$ cat src/rtl/shbus_pkg.sv
`timescale 1ns/1ps
package shbus_pkg;
   typedef enum logic [1:0] {
      RT_IDLE  = 2'd0,
      RT_QUEUE = 2'd1,
      RT_ERR   = 2'd2,
      RT_TAKE  = 2'd3
   } route_e;

   function automatic int ceil_div(input int a, input int b);
      return (a + b - 1) / b;
   endfunction
endpackage

$ cat src/rtl/shbus_hold_calc.sv
`timescale 1ns/1ps
module shbus_hold_calc #(
   parameter int BUS_BYTES = 8,
   parameter int SW        = 7,
   parameter int MAX_HOLD  = 8,
   parameter int CW        = 4
) (
   input  logic          is_req,
   input  logic          has_data,
   input  logic [SW-1:0] size,
   output logic [CW-1:0] hold
);
   localparam bit POW2 = (BUS_BYTES & (BUS_BYTES - 1)) == 0;
   logic [CW-1:0] data_beats;

   generate
      if (POW2) begin : g_shift
         localparam int LB = $clog2(BUS_BYTES);
         logic [SW:0] padded;
         assign padded     = (SW+1)'(size) + (SW+1)'(BUS_BYTES - 1);
         assign data_beats = CW'(padded >> LB);
      end else begin : g_step
         always_comb begin
            data_beats = '0;
            for (int k = 0; k < MAX_HOLD; k++) begin
               if (k * BUS_BYTES < int'(size))
                  data_beats = data_beats + CW'(1);
            end
         end
      end
   endgenerate

   always_comb begin
      if (is_req)        hold = CW'(1);
      else if (has_data) hold = data_beats;
      else               hold = CW'(1);
   end
endmodule

$ cat src/rtl/shbus_retry_list.sv
`timescale 1ns/1ps
module shbus_retry_list #(
   parameter int N  = 4,
   parameter int PW = 2
) (
   input  logic          clk,
   input  logic          rst_n,
   input  logic          push,
   input  logic [PW-1:0] push_id,
   input  logic          pop,
   output logic          empty,
   output logic [PW-1:0] head
);
   logic [PW-1:0] slot [N];
   logic [PW-1:0] rd_ptr, wr_ptr;
   logic [PW:0]   count;
   logic [N-1:0]  member;
   logic          do_push, do_pop;

   function automatic logic [PW-1:0] step_ptr(input logic [PW-1:0] p);
      return (p == PW'(N - 1)) ? '0 : p + PW'(1);
   endfunction

   assign empty   = (count == '0);
   assign head    = slot[rd_ptr];
   assign do_pop  = pop && !empty;
   assign do_push = push && !member[push_id] && (int'(count) < N);

   always_ff @(posedge clk) begin
      if (do_push) slot[wr_ptr] <= push_id;
   end

   always_ff @(posedge clk) begin
      if (!rst_n) begin
         rd_ptr <= '0;
         wr_ptr <= '0;
         count  <= '0;
         member <= '0;
      end else begin
         if (do_pop) begin
            rd_ptr               <= step_ptr(rd_ptr);
            member[slot[rd_ptr]] <= 1'b0;
         end
         if (do_push) begin
            wr_ptr          <= step_ptr(wr_ptr);
            member[push_id] <= 1'b1;
         end
         case ({do_push, do_pop})
            2'b10:   count <= count + (PW+1)'(1);
            2'b01:   count <= count - (PW+1)'(1);
            default: count <= count;
         endcase
      end
   end
endmodule

$ cat src/rtl/shbus_route.sv
`timescale 1ns/1ps
module shbus_route
   import shbus_pkg::*;
#(
   parameter int N      = 4,
   parameter int PW     = 2,
   parameter int DW     = 3,
   parameter int ADDR_W = 16
) (
   input  logic              valid,
   input  logic              gate,
   input  logic [PW-1:0]     src,
   input  logic [DW-1:0]     dst,
   input  logic [ADDR_W-1:0] addr,
   input  logic [N-1:0]      dst_ready,
   input  logic [N-1:0]      snoop_ok,
   input  logic [N-1:0]      snoop_sat,
   output logic              accept,
   output logic              enqueue,
   output logic              err,
   output logic              fwd_valid,
   output logic [PW-1:0]     fwd_port,
   output logic              sat,
   output logic [N-1:0]      snoop_req
);
   localparam longint REGION = (longint'(1) << ADDR_W) / N;

   route_e        outcome;
   logic          is_bcast;
   logic [N-1:0]  others;
   logic [PW-1:0] region_tgt;
   logic [PW-1:0] uni_tgt;

   assign is_bcast = (dst == {DW{1'b1}});
   assign others   = ~(N'(1) << src);
   assign uni_tgt  = dst[PW-1:0];

   always_comb begin
      region_tgt = '0;
      for (int k = 1; k < N; k++) begin
         if (longint'(addr) >= longint'(k) * REGION)
            region_tgt = PW'(k);
      end
   end

   always_comb begin
      outcome   = RT_IDLE;
      sat       = 1'b0;
      fwd_port  = '0;
      snoop_req = '0;
      if (valid) begin
         if (gate) begin
            outcome = RT_QUEUE;
         end else if (!is_bcast) begin
            if (int'(dst) >= N || uni_tgt == src) outcome = RT_ERR;
            else if (dst_ready[uni_tgt]) begin
               outcome  = RT_TAKE;
               fwd_port = uni_tgt;
            end else outcome = RT_QUEUE;
         end else begin
            snoop_req = others;
            if (|(others & ~snoop_ok)) outcome = RT_QUEUE;
            else if (|(others & snoop_sat)) begin
               outcome = RT_TAKE;
               sat     = 1'b1;
            end else if (region_tgt == src) outcome = RT_ERR;
            else if (dst_ready[region_tgt]) begin
               outcome  = RT_TAKE;
               fwd_port = region_tgt;
            end else outcome = RT_QUEUE;
         end
      end
   end

   assign accept    = (outcome == RT_TAKE);
   assign enqueue   = (outcome == RT_QUEUE);
   assign err       = (outcome == RT_ERR);
   assign fwd_valid = accept && !sat;
endmodule

$ cat src/rtl/shbus_arbiter.sv
`timescale 1ns/1ps
module shbus_arbiter #(
   parameter int N         = 4,
   parameter int BUS_BYTES = 8,
   parameter int MAX_BYTES = 64,
   parameter int ADDR_W    = 16,
   localparam int PW       = $clog2(N),
   localparam int DW       = PW + 1,
   localparam int SW       = $clog2(MAX_BYTES + 1),
   localparam int MAX_HOLD = (MAX_BYTES + BUS_BYTES - 1) / BUS_BYTES,
   localparam int CW       = $clog2(MAX_HOLD + 1)
) (
   input  logic              clk,
   input  logic              rst_n,
   input  logic              snd_valid,
   input  logic [PW-1:0]     snd_src,
   input  logic [DW-1:0]     snd_dst,
   input  logic              snd_is_req,
   input  logic              snd_has_data,
   input  logic [SW-1:0]     snd_size,
   input  logic [ADDR_W-1:0] snd_addr,
   output logic              snd_accept,
   input  logic [N-1:0]      dst_ready,
   output logic              fwd_valid,
   output logic [PW-1:0]     fwd_port,
   output logic              fwd_sat,
   output logic [N-1:0]      snoop_req,
   input  logic [N-1:0]      snoop_ok,
   input  logic [N-1:0]      snoop_sat,
   output logic              bus_busy,
   output logic [N-1:0]      retry_strobe,
   output logic              dest_err
);
   initial begin : elab_checks
      assert (N >= 2) else $fatal(1, "shbus_arbiter: N must be at least 2");
      assert (BUS_BYTES >= 1) else $fatal(1, "shbus_arbiter: BUS_BYTES must be positive");
      assert (MAX_BYTES >= BUS_BYTES) else $fatal(1, "shbus_arbiter: MAX_BYTES below BUS_BYTES");
      assert (ADDR_W >= PW && ADDR_W <= 30) else $fatal(1, "shbus_arbiter: ADDR_W out of range");
   end

   logic [CW-1:0] busy_cnt;
   logic [CW-1:0] hold;
   logic          list_empty;
   logic [PW-1:0] list_head;
   logic          gate;
   logic          enqueue;

   shbus_hold_calc #(
      .BUS_BYTES(BUS_BYTES), .SW(SW), .MAX_HOLD(MAX_HOLD), .CW(CW)
   ) hold_i (
      .is_req(snd_is_req), .has_data(snd_has_data), .size(snd_size), .hold(hold)
   );

   assign bus_busy = (busy_cnt != '0);
   assign gate     = bus_busy || (!list_empty && (snd_src != list_head));

   shbus_route #(
      .N(N), .PW(PW), .DW(DW), .ADDR_W(ADDR_W)
   ) route_i (
      .valid(snd_valid), .gate(gate), .src(snd_src), .dst(snd_dst),
      .addr(snd_addr), .dst_ready(dst_ready), .snoop_ok(snoop_ok),
      .snoop_sat(snoop_sat), .accept(snd_accept), .enqueue(enqueue),
      .err(dest_err), .fwd_valid(fwd_valid), .fwd_port(fwd_port),
      .sat(fwd_sat), .snoop_req(snoop_req)
   );

   shbus_retry_list #(.N(N), .PW(PW)) list_i (
      .clk(clk), .rst_n(rst_n), .push(enqueue), .push_id(snd_src),
      .pop(snd_accept), .empty(list_empty), .head(list_head)
   );

   assign retry_strobe = (!bus_busy && !list_empty) ? (N'(1) << list_head) : '0;

   always_ff @(posedge clk) begin
      if (!rst_n)                busy_cnt <= '0;
      else if (snd_accept)       busy_cnt <= hold;
      else if (busy_cnt != '0)   busy_cnt <= busy_cnt - CW'(1);
   end
endmodule

$ cat config.mk
export PLATFORM = sky130hd
export DESIGN_NAME = shbus_arbiter
export DESIGN_NICKNAME = d
export VERILOG_FILES = /design/src/rtl/shbus_pkg.sv /design/src/rtl/shbus_hold_calc.sv /design/src/rtl/shbus_retry_list.sv /design/src/rtl/shbus_route.sv /design/src/rtl/shbus_arbiter.sv
export SDC_FILE = /design/constraint.sdc
export NUM_CORES = 1
export LEC_CHECK = 0
export CORE_ASPECT_RATIO = 0.7
export CORE_MARGIN = 5
export CORE_UTILIZATION = 49
export DETAILED_ROUTE_END_ITERATION = 8
export GPL_TIMING_DRIVEN = 1
export PLACE_DENSITY = 0.87
export SLEW_MARGIN = 5
export SYNTH_ARGS = -nofsm -noshare
export SYNTH_HDL_FRONTEND = slang
export SYNTH_SLANG_ARGS = --single-unit
$ cat constraint.sdc
create_clock -name clk -period 9.32 [get_ports clk]
set_input_delay 1.864 -clock clk [delete_from_list [all_inputs] [get_ports clk]]
set_output_delay 1.864 -clock clk [all_outputs]
set_load 0.1 [all_outputs]
==> reports/qor.csv, run 1 <==
metric,value,unit
grt ovf,0,
Final Max Tran Viols,0,
WL per Instance,14.06,um
drt pass-1 iters,4,
VDD IR-drop max,0.0001645,V
H-tree depth,1,
Area growth syn-to-layout,29.80,%
Die ar.,0.004958,mm^2
first-pass GRT wire length,6644,um
Fin Setup TNS,0,ns
Avg Inst Size Synth,9.038,um^2
Post-DP HPWL,3221,um
critical path peak fanout,17,
Yosys reg bits,25,
Most used DFF post-synth,dfxtp_1,
final setup margin,1.727,ns
share of layout cells above drive strength 1,0.09167,
Synth top area share,0.1911,
post-cts resize count,0,
fin crit share,0.8147,
ys async rst share,0,
Max Cap Violations,0,
synth top area cells,"dfxtp_1 19%, edfxtp_1 13%, ha_1 5.6%",
power per cell area,222.9,mW/mm^2
outcome,"complete, no violations",
startpoint class of the critical path,input pin,
cell with the most instances after synthesis,nand2_1,
Final ANT Viol Nets,0,
Yosys Warn Count,0,
"Setup violations, final",0,
Post-synth EDFFs,8,
area post-placement,0.002262,mm^2
syn_nets,251,
Tmin final,7.593,ns
Final GP Congestion,0.7737,
design area,0.002311,mm^2
Slew headroom,0.3418,
I/O pin count,60,
postcts setup bufs,0,
critical path class,in2out,
Synth Instances,197,
antenna fix cells,0,
1st-iter DRT viols,107,
leak pwr,0.8266,nW
Via Count,1613,
DRC violation count after routing,0,
row cnt,18,
largest net degree at the start of global routing,21,
Yosys top cell by area,dfxtp_1,
hold depth,2,
DRT Wirelength,4076,um
hold_buf cts,0,
Total Power,0.5151,mW
Root Driver,clkbuf_8,
Final #Nets,295,
clock-pin slew on the worst setup and hold paths,0.09,ns
Final Hold Fails,0,
Sink Count,25,
r2r worst-path depth,11,
initial antenna violation count,0,
Die Wd,82.05,um
vias in the first global route,1462,
TritonCTS clock tree,built,
Die Y,60.44,um
via/cell ratio,5.562,
Worst Path Required,7.46,ns
Netlist cell types,47,
Crit. End Element,output pin,
Worst Tran Pin Value,0.9842,ns
cts bufs inserted,3,
Commonest cells post-synth,"23 x nand2_1, 17 x dfxtp_1, 17 x nor2_1, 13 x inv_1, 10 x nand3_1",
Starting Density,0.5068,
DP Worst Slack,1.734,ns
PortBufs,45,
clk_skew,0.001385,ns
sequential area share after synthesis,0.3261,
fin util,0.6578,
Core Footprint,0.003513,mm^2
GRT Total Usage,0.1707,
Mapped Area,0.001780,mm^2
Worst-Skew Late Latency,0.27,ns
Hold Crit Class,reg2reg,
worst endpoint data arrival time,5.73,ns
RSZ-0062 raised after global routing,no,
maximum clock frequency,0.1317,GHz
clk buf depth,2,
## sequential cells by signal, summed over array words and instances, names as in the netlist, named ones only
register	count
list_i.member	4
busy_cnt	4
list_i.slot	8
list_i.rd_ptr	2
list_i.wr_ptr	2
list_i.count	3
## cell families after synthesis
logic type,count (synthesis),share of synthesized area
multiplexers,14,0.1096
buffers and inverters,20,0.05271
adder cells (fa/ha/maj),9,0.06747
XOR/XNOR,13,0.07238
AND/OR/NAND/NOR,86,0.2558
flip-flops,25,0.3261
AO/OA/AOI/OAI,30,0.1160
## report_power, final
group          leakage (nW)  internal (mW)  total, mW  switching, mW
logic                 0.593          0.102      0.295          0.193
clock network        0.0217         0.0303     0.0650         0.0347
registers             0.212          0.137      0.155         0.0180
total                 0.827          0.269      0.515          0.246
## area by class of cell
cell class              count  area, um^2
multi-input cells         152        1112
flip-flops and latches     25       580.6
fillers                   301        1202
clock buffers               3       41.29
repair buffers             46       457.9
clock inverters             1       7.507
inverters                  13       48.80
well taps                  50       62.56
## stage by stage
stage	instances	hold WS (ns)
floorplan	197	0.4430
global placement	286	0.4508
detailed placement	286	0.4695
CTS	290	0.4815
global route	290	0.4926
finish	290	0.4821
## critical path: stages
cell,delay [ns]
clkdlybuf4s50_1,0.94
mux2_2,0.41
nor4b_1,0.49
o2bb2ai_1,0.18
o21ai_1,0.45
or3_1,0.34
nor2_1,0.08
clkdlybuf4s50_1,0.97
## metal layers
| metal | global-route usage | vias up | share of wire |
|---|---|---|---|
| met5 | 0 | - | 0 |
| met4 | 0.02844 | 0 | 0.0052 |
| met3 | 0.04451 | 4 | 0.071 |
| met2 | 0.2923 | 54 | 0.46 |
| met1 | 0.2229 | 748 | 0.47 |
| li1 | - | 807 | - |
## cells in the final DEF (no fill, tap or decap), drive strengths merged, types with 7 or more instances in the layout
| master | n |
|---|---|
| dfxtp | 17 |
| clkdlybuf4s50 | 45 |
| ha | 8 |
| nand2 | 23 |
| a21oi | 8 |
| edfxtp | 8 |
| xnor2 | 7 |
| inv | 13 |
| nor2 | 17 |
| nor4 | 7 |
| nand3 | 10 |
## worst paths after layout
kind | start | endpoint | slack [ns]
worst max register to register | flop | list_i.count[2] | 5.65
worst max-delay path | snd_src[0] | fwd_valid | 1.73
worst min-delay path | list_i.member[1] | list_i.member[1] | 0.48
worst min register to register | list_i.member[1] | list_i.member[1] | 0.48
Note: power is estimated with default switching activity, not from simulation.
==> run 2, diff against run 1 <==
--- a/config.mk
+++ b/config.mk
@@ -7,10 +7,10 @@
 export LEC_CHECK = 0
 export CORE_ASPECT_RATIO = 0.7
 export CORE_MARGIN = 5
-export CORE_UTILIZATION = 49
+export CORE_UTILIZATION = 41
 export DETAILED_ROUTE_END_ITERATION = 8
 export GPL_TIMING_DRIVEN = 1
-export PLACE_DENSITY = 0.87
+export PLACE_DENSITY = 0.78
 export SLEW_MARGIN = 5
 export SYNTH_ARGS = -nofsm -noshare
 export SYNTH_HDL_FRONTEND = slang
==> constraint.sdc (replaced) <==
create_clock -name clk -period 6.5 [get_ports clk]
set_input_delay 1.3 -clock clk [delete_from_list [all_inputs] [get_ports clk]]
set_output_delay 1.3 -clock clk [all_outputs]
set_load 0.1 [all_outputs]
==> reports/qor.csv, run 2 (same netlist as run 1, synthesis figures left out) <==
metric,value,unit,change
share of layout cells above drive strength 1,0.1405,,was 0.09167
DRT Wirelength,3919,um,was 4076 um
DRC violation count after routing,0,,unchanged
Fin Setup TNS,0,ns,unchanged
leak pwr,0.8601,nW,was 0.8266 nW
most frequent cells in the layout,"35 x clkdlybuf4s50_1, 23 x nand2_1, 17 x nor2_1, 17 x dfxtp_1",,"was 45 x clkdlybuf4s50_1, 23 x nand2_1, 17 x nor2_1, 17 x dfxtp_1, 13 x inv_1"
Die Wd,88.77,um,was 82.05 um
Final Max Tran Viols,0,,unchanged
top flop regs,"list_i.slot x8, busy_cnt x4, list_i.member x4",,unchanged
drt pass-1 iters,4,,unchanged
cts bufs inserted,3,,unchanged
critical path class,in2out,,unchanged
Starting Density,0.4161,,was 0.5068
Comb pwr share,0.574,,was 0.573
VDD IR-drop max,0.0003536,V,was 0.0001645 V
max FFs per register,8,,unchanged
GRT Total Usage,0.1398,,was 0.1707
post-route insts no fill,297,,was 290
post-cts resize count,0,,unchanged
power per cell area,316.2,mW/mm^2,was 222.9 mW/mm^2
Post-DP HPWL,3189,um,was 3221 um
antenna fix cells,0,,unchanged
Worst R2R End,list_i.count[2],,unchanged
Final ANT Viol Nets,0,,unchanged
Register-to-Register Setup Slack,2.86,ns,was 5.65 ns
Final GP Congestion,0.7503,,was 0.7737
H-tree depth,1,,unchanged
grt ovf,0,,unchanged
sw power,0.3451,mW,was 0.2457 mW
area post-placement,0.002258,mm^2,was 0.002262 mm^2
Worst Path Required,5.20,ns,was 7.46 ns
row cnt,20,,was 18
Post-Place Cells,293,,was 286
Die ar.,0.005782,mm^2,was 0.004958 mm^2
Root Driver,clkbuf_8,,unchanged
WHS Endpoint,list_i.member[2],,was list_i.member[1]
Total Power,0.7288,mW,was 0.5151 mW
Worst Tran Pin Value,0.9741,ns,was 0.9842 ns
Area growth syn-to-layout,29.44,%,was 29.80%
Tmin final,5.473,ns,
largest net degree at the start of global routing,21,,unchanged
Slew headroom,0.3485,,was 0.3418
Core Footprint,0.004279,mm^2,was 0.003513 mm^2
via/cell ratio,5.279,,was 5.562
vias in the first global route,1470,,"was 1,462"
most flop-heavy register,list_i.slot,,unchanged
crit-path max cell delay,0.70,ns,was 0.97 ns
Max Cap Violations,0,,unchanged
design area,0.002305,mm^2,was 0.002311 mm^2
WL per Instance,13.20,um,was 14.06 um
clock-pin slew on the worst setup and hold paths,0.08,ns,was 0.09 ns
clk buf depth,2,,unchanged
cells along the critical path,clkdlybuf4s50_1 -> mux2_2 -> nor4b_1 -> o2bb2ai_1 -> o21ai_1 -> or3_1 -> nor2_1 -> buf_4,,was clkdlybuf4s50_1 -> mux2_2 -> nor4b_1 -> o2bb2ai_1 -> o21ai_1 -> or3_1 -> nor2_1 -> clkdlybuf4s50_1
Reg power frac,0.305,,was 0.301
fin crit share,0.8420,,
outcome,"complete, no violations",,unchanged
Die Y,65.14,um,was 60.44 um
"commonest non-fill, non-tap cell in the layout",clkdlybuf4s50_1,,unchanged
first-pass GRT wire length,6513,um,was 6644 um
FILL cells,403,,was 301
startpoint class of the critical path,input pin,,unchanged
worst endpoint data arrival time,4.17,ns,was 5.73 ns
fin util,0.5386,,was 0.6578
initial antenna violation count,0,,unchanged
Via Count,1568,,"was 1,613"
I/O pin count,60,,unchanged
Worst path slowest cell,clkdlybuf4s50_1,,unchanged
hold_buf cts,0,,unchanged
worst hold start,list_i.member[2],,was list_i.member[1]
"Setup violations, final",0,,unchanged
clk_skew,0.004306,ns,was 0.001385 ns
1st-iter DRT viols,40,,was 107
Clk pwr share,0.121,,was 0.126
Final Hold Fails,0,,unchanged
Final #Nets,297,,was 295
PortBufs,45,,unchanged
RSZ-0062 raised after global routing,no,,unchanged
hold depth,2,,unchanged
Sink Count,25,,unchanged
Hold Crit Class,reg2reg,,unchanged
critical path peak fanout,7,,was 17
switching share of total power,0.4735,,was 0.4770
P_int,0.3837,mW,was 0.2694 mW
r2r worst-path depth,11,,unchanged
TritonCTS clock tree,built,,unchanged
Worst-Skew Late Latency,0.26,ns,was 0.27 ns
postcts setup bufs,0,,unchanged
maximum clock frequency,0.1827,GHz,
Crit. End Element,output pin,,unchanged
[run 2: cell count changes in the layout (fill, tap and decap cells not counted), sizes merged]
cell and delta:
buf +12, clkdlybuf4s50 -10, clkinv +1, clkinvlp -1
[run 2: worst max-delay path by stage]
| stage | start | to | depth (start not counted) |
|---|---|---|---|
| 2_1_floorplan | snd_src[0] | fwd_valid | 6 |
| 3_3_place_gp | snd_src[0] | fwd_valid | 8 |
| 3_5_place_dp | snd_src[0] | fwd_valid | 8 |
| 4_1_cts | snd_src[0] | fwd_valid | 8 |
| 5_1_grt | snd_src[0] | fwd_valid | 8 |
| 6_report | snd_src[0] | fwd_valid | 8 |
[run 2: power by group through the flow]
| stage | Clock [mW] | Sequential [mW] | Combinational, mW |
|---|---|---|---|
| finish | 0.0883 | 0.222 | 0.418 |
| global route | 0.0990 | 0.226 | 0.460 |
| CTS | 0.0910 | 0.223 | 0.421 |
| detailed placement | 0 | 0.226 | 0.420 |
| global placement | 0 | 0.224 | 0.412 |
| floorplan | 0 | 0.220 | 0.332 |
[run 2: layout make-up]
cell class,count,area [um^2],area share
tap,55,68.82,0.02986
multi-input combinational,152,1112,0.4826
timing repair buffer,48,447.9,0.1944
clock buffer,3,41.29,0.01792
inverter,13,48.80,0.02117
sequential,25,580.6,0.2519
clock inverter,1,5.005,0.002172
[run 2: metal layers]
metal / vias up / part of all wire / global-route usage
met5: - / 0 / 0
met4: 0 / 0.012 / 0.02830
met3: 6 / 0.062 / 0.03759
met2: 28 / 0.46 / 0.2269
met1: 728 / 0.47 / 0.1871
li1: 806 / - / -
[run 2: critical path: cells and delay by family]
kind	cells	cell delay (ns)
AND/OR/NAND/NOR	3	0.92
AO/OA/AOI/OAI	2	0.63
multiplexers	1	0.38
buffers and inverters	2	0.94
[run 2: metrics by stage]
stage                     hold WS (ns)  worst slack, ns
after floorplan                 0.4430           0.1316
after global placement          0.4499            1.033
after detailed placement        0.4675            1.031
after CTS                       0.4795            1.017
after global routing            0.5128           0.7382
final                           0.4778            1.027
